===== src/rtl/a429rx_pkg.sv =====
package a429rx_pkg;

    // Rail pair encoding, written {A,B}
    typedef enum logic [1:0] {
        RAIL_NULL = 2'b00,
        RAIL_ZERO = 2'b01,
        RAIL_ONE  = 2'b10,
        RAIL_BAD  = 2'b11
    } rail_e;

    // True when a code is one of the two data levels
    function automatic logic rail_is_data(input logic [1:0] code);
        return (code == RAIL_ONE) || (code == RAIL_ZERO);
    endfunction

endpackage


===== src/rtl/a429rx_sampler.sv =====
module a429rx_sampler
    import a429rx_pkg::*;
(
    input  logic clk,
    input  logic rst_n,
    input  logic test_mode,
    input  logic line_a,
    input  logic line_b,
    input  logic test_a,
    input  logic test_b,
    output logic activity,
    output logic bit_vld,
    output logic bit_val
);

    typedef struct packed {
        logic [1:0] cur;
        logic [1:0] prv;
    } smp_t;

    smp_t s_d, s_q;
    logic [1:0] src_pair;

    always_comb begin
        src_pair = test_mode ? {test_a, test_b} : {line_a, line_b};
        s_d      = s_q;
        s_d.cur  = src_pair;
        s_d.prv  = s_q.cur;
    end

    always_ff @(posedge clk or negedge rst_n) begin
        if (!rst_n) begin
            s_q <= '0;
        end else begin
            s_q <= s_d;
        end
    end

    // A change of the sampled pair is bus activity; a bit is the
    // rising move from null into one of the data levels.
    assign activity = (s_q.cur != s_q.prv);
    assign bit_vld  = (s_q.prv == RAIL_NULL) && rail_is_data(s_q.cur);
    assign bit_val  = (s_q.cur == RAIL_ONE);

endmodule


===== src/rtl/a429rx_gap_timer.sv =====
module a429rx_gap_timer #(
    parameter int GAP_CLKS = 17
) (
    input  logic clk,
    input  logic rst_n,
    input  logic activity,
    output logic gap
);

    localparam int GW = $clog2(GAP_CLKS + 1);
    localparam logic [GW-1:0] CNT_TOP  = GW'(GAP_CLKS);
    localparam logic [GW-1:0] CNT_LAST = GW'(GAP_CLKS - 1);

    typedef struct packed {
        logic [GW-1:0] quiet;
    } gt_t;

    gt_t g_d, g_q;

    always_comb begin
        g_d = g_q;
        if (activity) begin
            g_d.quiet = '0;
        end else if (g_q.quiet != CNT_TOP) begin
            g_d.quiet = g_q.quiet + 1'b1;
        end
    end

    always_ff @(posedge clk or negedge rst_n) begin
        if (!rst_n) begin
            g_q <= '0;
        end else begin
            g_q <= g_d;
        end
    end

    // Fires once per quiet stretch; the count then rests at its top
    assign gap = !activity && (g_q.quiet == CNT_LAST);

endmodule


===== src/rtl/a429rx_assembler.sv =====
module a429rx_assembler #(
    parameter int WORD_W = 32
) (
    input  logic              clk,
    input  logic              rst_n,
    input  logic              bit_vld,
    input  logic              bit_val,
    input  logic              gap,
    input  logic              par_en,
    output logic [WORD_W-1:0] word,
    output logic              stb,
    output logic              err,
    output logic              armed
);

    localparam int CW = $clog2(WORD_W + 2);
    localparam logic [CW-1:0] CNT_FULL = CW'(WORD_W);
    localparam logic [CW-1:0] CNT_SAT  = CW'(WORD_W + 1);

    typedef struct packed {
        logic [WORD_W-1:0] shreg;
        logic [CW-1:0]     nbits;
        logic              armed;
        logic [WORD_W-1:0] word;
        logic              stb;
        logic              err;
    } asm_t;

    asm_t a_d, a_q;
    logic              par_bad;
    logic [WORD_W-1:0] checked;

    always_comb begin
        par_bad = !(^a_q.shreg);
        checked = {(par_en && par_bad) ? 1'b1 : a_q.shreg[WORD_W-1],
                   a_q.shreg[WORD_W-2:0]};

        a_d     = a_q;
        a_d.stb = 1'b0;

        if (bit_vld) begin
            a_d.shreg = {bit_val, a_q.shreg[WORD_W-1:1]};
            if (a_q.nbits != CNT_SAT) begin
                a_d.nbits = a_q.nbits + 1'b1;
            end
        end

        if (gap) begin
            a_d.nbits = '0;
            a_d.armed = 1'b1;
            if (a_q.armed) begin
                if (a_q.nbits == CNT_FULL) begin
                    a_d.word = checked;
                    a_d.stb  = 1'b1;
                    a_d.err  = 1'b0;
                end else begin
                    a_d.err  = 1'b1;
                end
            end
        end
    end

    always_ff @(posedge clk or negedge rst_n) begin
        if (!rst_n) begin
            a_q <= '0;
        end else begin
            a_q <= a_d;
        end
    end

    assign word  = a_q.word;
    assign stb   = a_q.stb;
    assign err   = a_q.err;
    assign armed = a_q.armed;

endmodule


===== src/rtl/a429_word_rx.sv =====
module a429_word_rx #(
    parameter int WORD_W   = 32,
    parameter int GAP_CLKS = 17
) (
    input  logic              clk,
    input  logic              rst_n,
    input  logic              line_a,
    input  logic              line_b,
    input  logic              test_mode,
    input  logic              test_a,
    input  logic              test_b,
    input  logic              par_en,
    output logic [WORD_W-1:0] word_out,
    output logic              word_stb,
    output logic              err
);

    logic act_w;
    logic bit_vld_w;
    logic bit_val_w;
    logic gap_w;
    logic armed_w;

    a429rx_sampler u_smp (
        .clk       (clk),
        .rst_n     (rst_n),
        .test_mode (test_mode),
        .line_a    (line_a),
        .line_b    (line_b),
        .test_a    (test_a),
        .test_b    (test_b),
        .activity  (act_w),
        .bit_vld   (bit_vld_w),
        .bit_val   (bit_val_w)
    );

    a429rx_gap_timer #(.GAP_CLKS(GAP_CLKS)) u_gap (
        .clk      (clk),
        .rst_n    (rst_n),
        .activity (act_w),
        .gap      (gap_w)
    );

    a429rx_assembler #(.WORD_W(WORD_W)) u_asm (
        .clk     (clk),
        .rst_n   (rst_n),
        .bit_vld (bit_vld_w),
        .bit_val (bit_val_w),
        .gap     (gap_w),
        .par_en  (par_en),
        .word    (word_out),
        .stb     (word_stb),
        .err     (err),
        .armed   (armed_w)
    );

endmodule


===== config.mk =====
export PLATFORM = sky130hd
export DESIGN_NAME = a429_word_rx
export DESIGN_NICKNAME = d
export VERILOG_FILES = /design/src/rtl/a429rx_pkg.sv /design/src/rtl/a429rx_sampler.sv /design/src/rtl/a429rx_gap_timer.sv /design/src/rtl/a429rx_assembler.sv /design/src/rtl/a429_word_rx.sv
export SDC_FILE = /design/constraint.sdc
export NUM_CORES = 1
export LEC_CHECK = 0
export ABC_AREA = 1
export BUFFER_PORTS_ARGS = -buffer_cell sky130_fd_sc_hd__buf_2
export CORE_MARGIN = 2
export CORE_UTILIZATION = 45
export DETAILED_ROUTE_END_ITERATION = 12
export HOLD_SLACK_MARGIN = 0.15
export SYNTH_ARGS = -nofsm -noshare
export SYNTH_HDL_FRONTEND = slang
export SYNTH_SLANG_ARGS = --single-unit

===== constraint.sdc =====
create_clock -name clk -period 2.45 [get_ports clk]
set_clock_uncertainty 0.15 [all_clocks]
set_input_delay 0.49 -clock clk [delete_from_list [all_inputs] [get_ports clk]]
set_output_delay 0.49 -clock clk [all_outputs]
set_load 0.005 [all_outputs]

==> impl_summary.txt, run 1 <==
----------------------------------------------------
[Synth]
  Count of warnings emitted by yosys ... 0
  Netlist cell types ... 28
  Summed instance area of the synthesized netlist ... between 0.004 and 0.005 mm^2
  Average footprint of a synthesized cell ... roughly 7.7 um^2
  Fraction of synthesized cell area taken by the top area cell type ... approximately 49%
  Leading cell types by total area after synthesis ... sky130_fd_sc_hd__dfrtp_1 (49%), sky130_fd_sc_hd__nand2_1 (21%), sky130_fd_sc_hd__buf_4 (6.3%)
  Total nets after synthesis ... between 500 and 600
  EDFF count, synth ... 0
  Synthesized instance count ... around 540
  Dominant synthesized flop cell ... sky130_fd_sc_hd__dfrtp_1
  Post-synth ARST share ... between 90% and 100%
  Largest area contributor in the synthesized netlist ... sky130_fd_sc_hd__dfrtp_1
  Portion of the post-synthesis area used by sequential elements ... roughly half
  Count of state elements after synthesis ... between 80 and 90

[Setup path]
  Highest cell delay on the worst timing path ... about 0.38 ns
  Required time at the endpoint of the critical path ... 2.53 ns
  Startpoint of the lowest-slack register-to-register path ... u_smp.s_d[0]
  Critical Path AT ... roughly 2 ns
  R2r endpoint ... u_asm.a_q[39]
  Minimum setup slack among reg-to-reg paths ... just under 0.6 ns
  Crit-path slowest cell ... sky130_fd_sc_hd__dfrtp_1
  Critical-path maximum fanout ... 6
  Sort of element at the start of the critical path ... flop
  Critical setup path kind ... flop to flop
  Largest delay contributor family on the critical path ... simple AND/OR/NAND/NOR gates
  Buffers plus inverters on the worst setup path ... 1
  Logic depth of the worst register-to-register path ... 10
  Series of cell instances along the critical path ... inv_1 -> ha_1 -> nor3_2 -> o21ai_1 -> nand2_4 -> nand2_1 -> nor2_1 -> nand2_1 -> o21ai_1 -> a21oi_1
  Endpoint kind of the worst setup timing path ... flop

[Timing]
  Clock period minus final worst setup slack ... around 1.9 ns
  Total count of max-transition violations in the final report ... 0
  Final Hold Vio Count ... 0
  Unrepaired setup endpoints after global routing ... false
  PnR worst setup slack ... between 0.5 and 0.6 ns
  Final sum of negative setup slack ... 0 ns
  Worst max-slew margin expressed relative to the limit ... between 60% and 70%
  Crit share post-route ... 76.3%
  Worst-margin pin slew ... 0.581 ns
  Final setup violating endpoints ... 0
  Fmax achieved ... about 540 MHz

[Route]
  Aggregate routed wire length ... between 7 and 8 mm
  Detailed-routing iteration count for the pre-antenna-repair pass ... 4
  Number of remaining DRC errors ... 0
  Antenna viol nets, final ... 0
  Via total after detailed routing ... about 3200
  DRC violation total after the first TritonRoute iteration ... 156
  Vias per cell ... between 4 and 5
  Per-cell routed wire length ... 11.0 um

[Global route]
  Pin count of the biggest net entering global routing ... 65
  Global-route wire length before repair ... ~13 mm
  Highest-utilization routing layer at the global route stage ... met2
  Number of global-route vias before repair ... 2978
  Total track usage ... 16.1%
  Global-route met2 utilization ... between 20% and 30%
  Overflow left after global routing ... 0
  Global-route met1 utilization ... a little over a fifth
  Initial antenna violation count ... 0
  Met3 global-route usage ... 2.86%

[Worst hold path]
  Type of the most critical hold path ... primary input to flop
  Hold Path Sink ... u_smp.s_d[1]
  Launch instance of the worst min-delay path ... test_a
  Hold Path Cell Cnt ... 2

[Floorplan]
  Row count ... 35
  Die outline height ... 100 um
  I/O pin count ... 42
  Area of the core ... roughly 0.0091 mm^2
  Die W ... approximately 100 um
  Die Footprint ... 0.0101 mm^2
  Starting utilization of the core area ... a little under half

[Pwr]
  Power Density ... 724 mW/mm^2
  P_leak ... about 2.3 nW
  Peak supply drop ... approximately 0.36 mV
  Power after layout ... ~3.3 mW

[Clock network]
  Sinks on Clock Net ... between 80 and 90
  Cells resized by post-CTS repair ... 0
  Number of buffers between clock root and the deepest sink ... 2
  H-tree Lvls ... 3
  Clock buffers created by TritonCTS ... 9
  Clock network latency to the later pin of the worst-skew pair ... around 0.36 ns
  Clock tree from TritonCTS ... built
  Reg clk slew, reported paths ... roughly 0.080 ns
  Root cell of the clock tree ... sky130_fd_sc_hd__clkbuf_8

[Place]
  Post-detail-place hpwl ... a little over 5 mm
  Pre-CTS WS ... 0.565 ns
  Routability Congestion ... 0.773
  Number of port buffers ... between 40 and 50
  # placed instances ... roughly 650

[Final layout]
  Area added between synthesis and finish ... 8.21%
  Layout Cells excl Fill ... 671
  Fraction of layout cells with a size suffix above 1 ... 13.2%
  Number of nets in the final layout ... 570
  Final standard cell utilization of the core ... roughly half
  Filler Cell Count ... around 900
  Number of antenna cells inserted ... 0

[Status]
  Result of the run ... completed

[Run]
  MaxCap Viol Count ... 0

----------------------------------------------------
## state kept, by name (all words and copies together), names as in the netlist
register	count
u_asm.a_q	38
u_asm.armed	1
u_smp.s_d	2
u_gap.g_q	5
u_smp.s_q	2
u_asm.word	32
u_asm.stb	1
u_asm.err	1
## worst register-to-register path: stages (launching register included)
cell	delay [ns]
sky130_fd_sc_hd__dfrtp_1	0.38
sky130_fd_sc_hd__inv_1	0.05
sky130_fd_sc_hd__ha_1	0.29
sky130_fd_sc_hd__nor3_2	0.15
sky130_fd_sc_hd__o21ai_1	0.15
sky130_fd_sc_hd__nand2_4	0.12
sky130_fd_sc_hd__nand2_1	0.05
sky130_fd_sc_hd__nor2_1	0.12
sky130_fd_sc_hd__nand2_1	0.09
sky130_fd_sc_hd__o21ai_1	0.13
sky130_fd_sc_hd__a21oi_1	0.06
## worst max path at each step
| stage | from | end | slack (ns) | depth (start not counted) |
|---|---|---|---|---|
| 3_5_place_dp | u_smp.s_d[0] | u_asm.a_q[59] | 0.57 | 5 |
| 6_report | u_smp.s_d[0] | u_asm.a_q[39] | 0.58 | 10 |
| 2_1_floorplan | u_smp.s_d[0] | u_asm.a_q[39] | 0.73 | 10 |
| 4_1_cts | u_smp.s_d[0] | u_asm.a_q[39] | 0.57 | 10 |
| 3_3_place_gp | u_smp.s_d[0] | u_asm.a_q[39] | 0.69 | 10 |
| 5_1_grt | u_smp.s_d[0] | u_asm.a_q[51] | 0.41 | 5 |
## stage by stage
step                hold slack [ns]  area [um^2]
finish                        0.213         4520
global route                  0.201         4520
CTS                           0.199         4520
detailed placement            0.265         4280
global placement              0.250         4280
floorplan                    0.0444         4170
## per-layer routing
layer	vias to the layer above	part of all wire [%]	routed length, um
li1	1678	-	-
met5	-	0	0
met4	0	0.96	71
met2	40	46	3420
met3	5	3.5	256
met1	1449	49	3610
## repair_timing
item / 4_1_cts / 5_1_grt
setup buffers: 0 / 0
hold buffers: 1 / 0
endpoints found under the hold margin: 40 / 0
## power by group
part	total (mW)	switching [mW]	internal, mW
sequential	1.55	0.0952	1.45
combinational	0.614	0.398	0.216
clock	1.11	0.505	0.603
## final cells by class
class / instances / area, um^2 / area share (%)
multi-input combinational: 359 / 1610 / 35.6
timing repair buffer: 47 / 280 / 6.20
tap: 111 / 139 / 3.07
clock inverter: 6 / 88.8 / 1.97
sequential: 82 / 2050 / 45.4
inverter: 56 / 211 / 4.68
clock buffer: 10 / 138 / 3.05
## cells in the mapped netlist, types with 4 or more instances
| cell | n |
|---|---|
| sky130_fd_sc_hd__nand2_1 | 232 |
| sky130_fd_sc_hd__o21ai_1 | 33 |
| sky130_fd_sc_hd__a21oi_1 | 5 |
| sky130_fd_sc_hd__nand3_1 | 8 |
| sky130_fd_sc_hd__buf_2 | 6 |
| sky130_fd_sc_hd__nor2_1 | 15 |
| sky130_fd_sc_hd__clkbuf_1 | 4 |
| sky130_fd_sc_hd__dfrtp_1 | 82 |
| sky130_fd_sc_hd__o21ai_0 | 38 |
| sky130_fd_sc_hd__buf_4 | 35 |
| sky130_fd_sc_hd__ha_1 | 7 |
| sky130_fd_sc_hd__nor3_1 | 5 |
| sky130_fd_sc_hd__inv_1 | 53 |
## logic make-up (layout without fill, tap and decap cells)
| kind of cell | count (synthesis) | after routing | share of synthesized area [%] |
|---|---|---|---|
| XOR/XNOR | 2 | 2 | 0.420 |
| AO/OA/AOI/OAI | 78 | 78 | 9.50 |
| buffers and inverters | 101 | 119 | 12.4 |
| adder cells (fa/ha/maj) | 7 | 7 | 2.10 |
| flip-flops | 82 | 82 | 49.2 |
| AND/OR/NAND/NOR | 270 | 270 | 25.8 |
| multiplexers | 2 | 2 | 0.540 |
## layout by cell type (no fill, tap or decap), drive strengths merged, types with 5 or more instances in the layout
cell | Yosys | layout
a21oi | 6 | 6
nor3 | 5 | 5
dfrtp | 82 | 82
nand2 | 234 | 234
inv | 55 | 56
nor2 | 17 | 17
ha | 7 | 7
clkbuf | 4 | 10
buf | 41 | 46
nand3 | 9 | 9
o21ai | 71 | 71
No activity file was read; power rests on OpenSTA's default activity.
==> run 2, diff against run 1 <==
Clock period 2.45 ns to 1.89 ns, I/O delays scaled along.
==> impl_summary.txt, run 2 (synthesis results as in run 1) <==
----------------------------------------------------
[Status]
  Result of the run ... completed (unchanged)

[Final layout]
  Commonest cells after routing, fill and taps aside ... sky130_fd_sc_hd__nand2_1 (231), sky130_fd_sc_hd__dfrtp_1 (82), sky130_fd_sc_hd__inv_1 (52), sky130_fd_sc_hd__buf_2 (40), sky130_fd_sc_hd__o21ai_0 (38) (was sky130_fd_sc_hd__nand2_1 (232), sky130_fd_sc_hd__dfrtp_1 (82), sky130_fd_sc_hd__inv_1 (53), sky130_fd_sc_hd__buf_2 (40), sky130_fd_sc_hd__o21ai_0 (38))
  Number of antenna cells inserted ... 0 (unchanged)
  Number of nets in the final layout ... 575 (was 570)
  Register ranked first by flip-flop count ... u_asm.a_q (unchanged)
  Most frequent standard cell in the layout excluding fill and tap cells ... sky130_fd_sc_hd__nand2_1 (unchanged)
  Fraction of layout cells with a size suffix above 1 ... 13.8% (was 13.2%)
  Max reg flops ... 38 (unchanged)
  Area added between synthesis and finish ... 10.4% (was 8.21%)

[Timing]
  Final Hold Vio Count ... 0 (unchanged)
  PnR worst setup slack ... 0.101 ns (was 0.581 ns)
  Final setup violating endpoints ... 0 (unchanged)
  Worst hold slack ... 0.191 ns (was 0.213 ns)
  Crit share post-route ... 94.6% (was 76.3%)
  Total count of max-transition violations in the final report ... 0 (unchanged)
  Final sum of negative setup slack ... 0 ns (unchanged)
  Worst-margin pin slew ... 0.418 ns (was 0.581 ns)
  Clock period minus final worst setup slack ... 1.79 ns (was 1.87 ns)
  Worst max-slew margin expressed relative to the limit ... 72.2% (was 61.3%)
  Fmax achieved ... 559 MHz (was 535 MHz)

[Global route]
  Total track usage ... 16.6% (was 16.1%)
  Global-route wire length before repair ... 13.2 mm (was 13.0 mm)
  Pin count of the biggest net entering global routing ... 65 (unchanged)
  Overflow left after global routing ... 0 (unchanged)
  Number of global-route vias before repair ... 2988 (was 2978)
  Initial antenna violation count ... 0 (unchanged)

[Floorplan]
  I/O pin count ... 42 (unchanged)
  Die W ... 100 um (unchanged)
  Area of the core ... 0.00911 mm^2 (unchanged)
  Die outline height ... 100 um (unchanged)
  Starting utilization of the core area ... 45.8% (unchanged)
  Die Footprint ... 0.0101 mm^2 (unchanged)
  Row count ... 35 (unchanged)

[Clock network]
  Number of buffers between clock root and the deepest sink ... 2 (unchanged)
  Root cell of the clock tree ... sky130_fd_sc_hd__clkbuf_8 (unchanged)
  Clock network latency to the later pin of the worst-skew pair ... 0.35 ns (was 0.36 ns)
  H-tree Lvls ... 3 (unchanged)
  Clock buffers created by TritonCTS ... 9 (unchanged)
  Clock tree from TritonCTS ... built (unchanged)
  Reg clk slew, reported paths ... 0.08 ns (about the same)
  Sinks on Clock Net ... 82 (unchanged)

[Route]
  Number of remaining DRC errors ... 0 (unchanged)
  Vias per cell ... 4.75 (was 4.73)
  Per-cell routed wire length ... 10.9 um (was 11.0 um)
  DRC violation total after the first TritonRoute iteration ... 128 (was 156)
  Detailed-routing iteration count for the pre-antenna-repair pass ... 4 (unchanged)
  Antenna viol nets, final ... 0 (unchanged)
  Aggregate routed wire length ... 7.39 mm (was 7.36 mm)
  Via total after detailed routing ... 3213 (was 3172)

[Setup path]
  Series of cell instances along the critical path ... inv_2 -> ha_4 -> nor3_4 -> o21ai_2 -> nand2_4 -> nand2_2 -> nor2_2 -> nand2_1 -> o21ai_1 -> a21oi_1 (was inv_1 -> ha_1 -> nor3_2 -> o21ai_1 -> nand2_4 -> nand2_1 -> nor2_1 -> nand2_1 -> o21ai_1 -> a21oi_1)
  Critical setup path kind ... flop to flop (unchanged)
  Minimum setup slack among reg-to-reg paths ... 0.10 ns (was 0.58 ns)
  Worst Setup EP ... u_asm.a_q[39] (unchanged)
  Largest delay contributor family on the critical path ... simple AND/OR/NAND/NOR gates (unchanged)
  Required time at the endpoint of the critical path ... 1.97 ns (was 2.53 ns)
  Endpoint kind of the worst setup timing path ... flop (unchanged)
  Startpoint of the lowest-slack register-to-register path ... u_smp.s_d[0] (unchanged)
  Sort of element at the start of the critical path ... flop (unchanged)
  Start point of the critical path ... u_smp.s_d[0] (unchanged)
  Logic depth of the worst register-to-register path ... 10 (unchanged)
  Number of gates on the worst path with buffers counted ... 10 (unchanged)
  Critical Path AT ... 1.87 ns (was 1.95 ns)
  Highest cell delay on the worst timing path ... 0.41 ns (was 0.38 ns)
  Crit-path slowest cell ... sky130_fd_sc_hd__dfrtp_1 (unchanged)
  Critical-path maximum fanout ... 6 (unchanged)
  R2r endpoint ... u_asm.a_q[39] (unchanged)
  Buffers plus inverters on the worst setup path ... 1 (unchanged)

[Pwr]
  Power after layout ... 4.20 mW (was 3.27 mW)
  Clock share of power ... 32.6% (was 33.9%)
  Relative contribution of sequential cells to total power ... 47.7% (was 47.3%)
  Fraction of power consumed by combinational cells ... 19.8% (was 18.8%)
  Power Density ... 912 mW/mm^2 (was 724 mW/mm^2)
  Sw frac ... 30.4% (was 30.5%)
  P_leak ... 2.37 nW (was 2.34 nW)
  Power dissipated by switching net loads ... 1.28 mW (was 0.999 mW)
  Internal portion of total power ... 2.93 mW (was 2.27 mW)
  Peak supply drop ... 0.438 mV (was 0.357 mV)

[Place]
  Post-detail-place hpwl ... 5.21 mm (was 5.10 mm)
  Routability Congestion ... 0.736 (was 0.773)
  Pre-CTS WS ... 0.0239 ns (was 0.565 ns)
  Number of port buffers ... 41 (unchanged)

[Run]
  MaxCap Viol Count ... 0 (unchanged)

[Worst hold path]
  Type of the most critical hold path ... primary input to flop (unchanged)

----------------------------------------------------
[run 2: cell types whose count changed in the layout (fill, tap and decap cells not counted), sizes merged]
cell,delta
inv,-1
dlygate4sd3,+4
buf,+1
clkbuf,+2
clkinvlp,-1
[run 2: worst min-delay path by stage]
| stage | from | end | slack [ns] | cells past startpoint |
|---|---|---|---|---|
| after CTS | par_en | u_asm.word[31] | 0.17 | 3 |
| after floorplan | rst_n | u_asm.a_q[35] | -0.07 | 0 |
| final | par_en | u_asm.word[31] | 0.19 | 3 |
| after detailed placement | rst_n | u_asm.word[19] | 0.20 | 1 |
| after global placement | rst_n | u_asm.word[19] | 0.19 | 1 |
| after global routing | par_en | u_asm.word[31] | 0.17 | 3 |
[run 2: metal layers]
| layer | share of wire, % | GRT usage [%] | up-vias |
|---|---|---|---|
| met1 | 49 | 22.4 | 1478 |
| met4 | 1.4 | 6.11 | 0 |
| li1 | - | - | 1683 |
| met3 | 2.8 | 3.90 | 9 |
| met2 | 47 | 26.0 | 43 |
| met5 | 0 | 0 | - |
[run 2: tightest hold or removal path: stages]
cell and delay, ns:
sky130_fd_sc_hd__buf_2 0.12, sky130_fd_sc_hd__nand3_1 0.11, sky130_fd_sc_hd__a21oi_2 0.05
[run 2: power groups by stage]
stage,Combinational [mW],Sequential (mW),Clock (mW)
6_report,0.832,2.00,1.37
5_1_grt,1.02,2.03,1.48
4_1_cts,0.830,2.00,1.42
3_5_place_dp,0.818,2.03,0
3_3_place_gp,0.792,2.03,0
2_1_floorplan,0.623,2.01,0
[run 2: layout make-up]
class                   count  area, um^2
clock buffers              12         135
clock inverters             4        76.3
fillers                   927        4500
inverters                  56         211
multi-input cells         359        1640
flip-flops and latches     82        2050
well taps                 111         139
repair buffers             52         357
[run 2: timing repair]
action	CTS	global route
hold buffers	5	0
buffers inserted	0	1
endpoints found under the hold margin	26	0
resized for setup	0	8
setup endpoints to repair	0	35
[run 2: per-stage QoR]
stage,utilization [%],cell area (um^2),instances
final,50.6,4610,676
after global routing,50.6,4610,676
after CTS,50.1,4570,675
after detailed placement,47.3,4310,654
after global placement,47.3,4310,654
after floorplan,-,4170,542
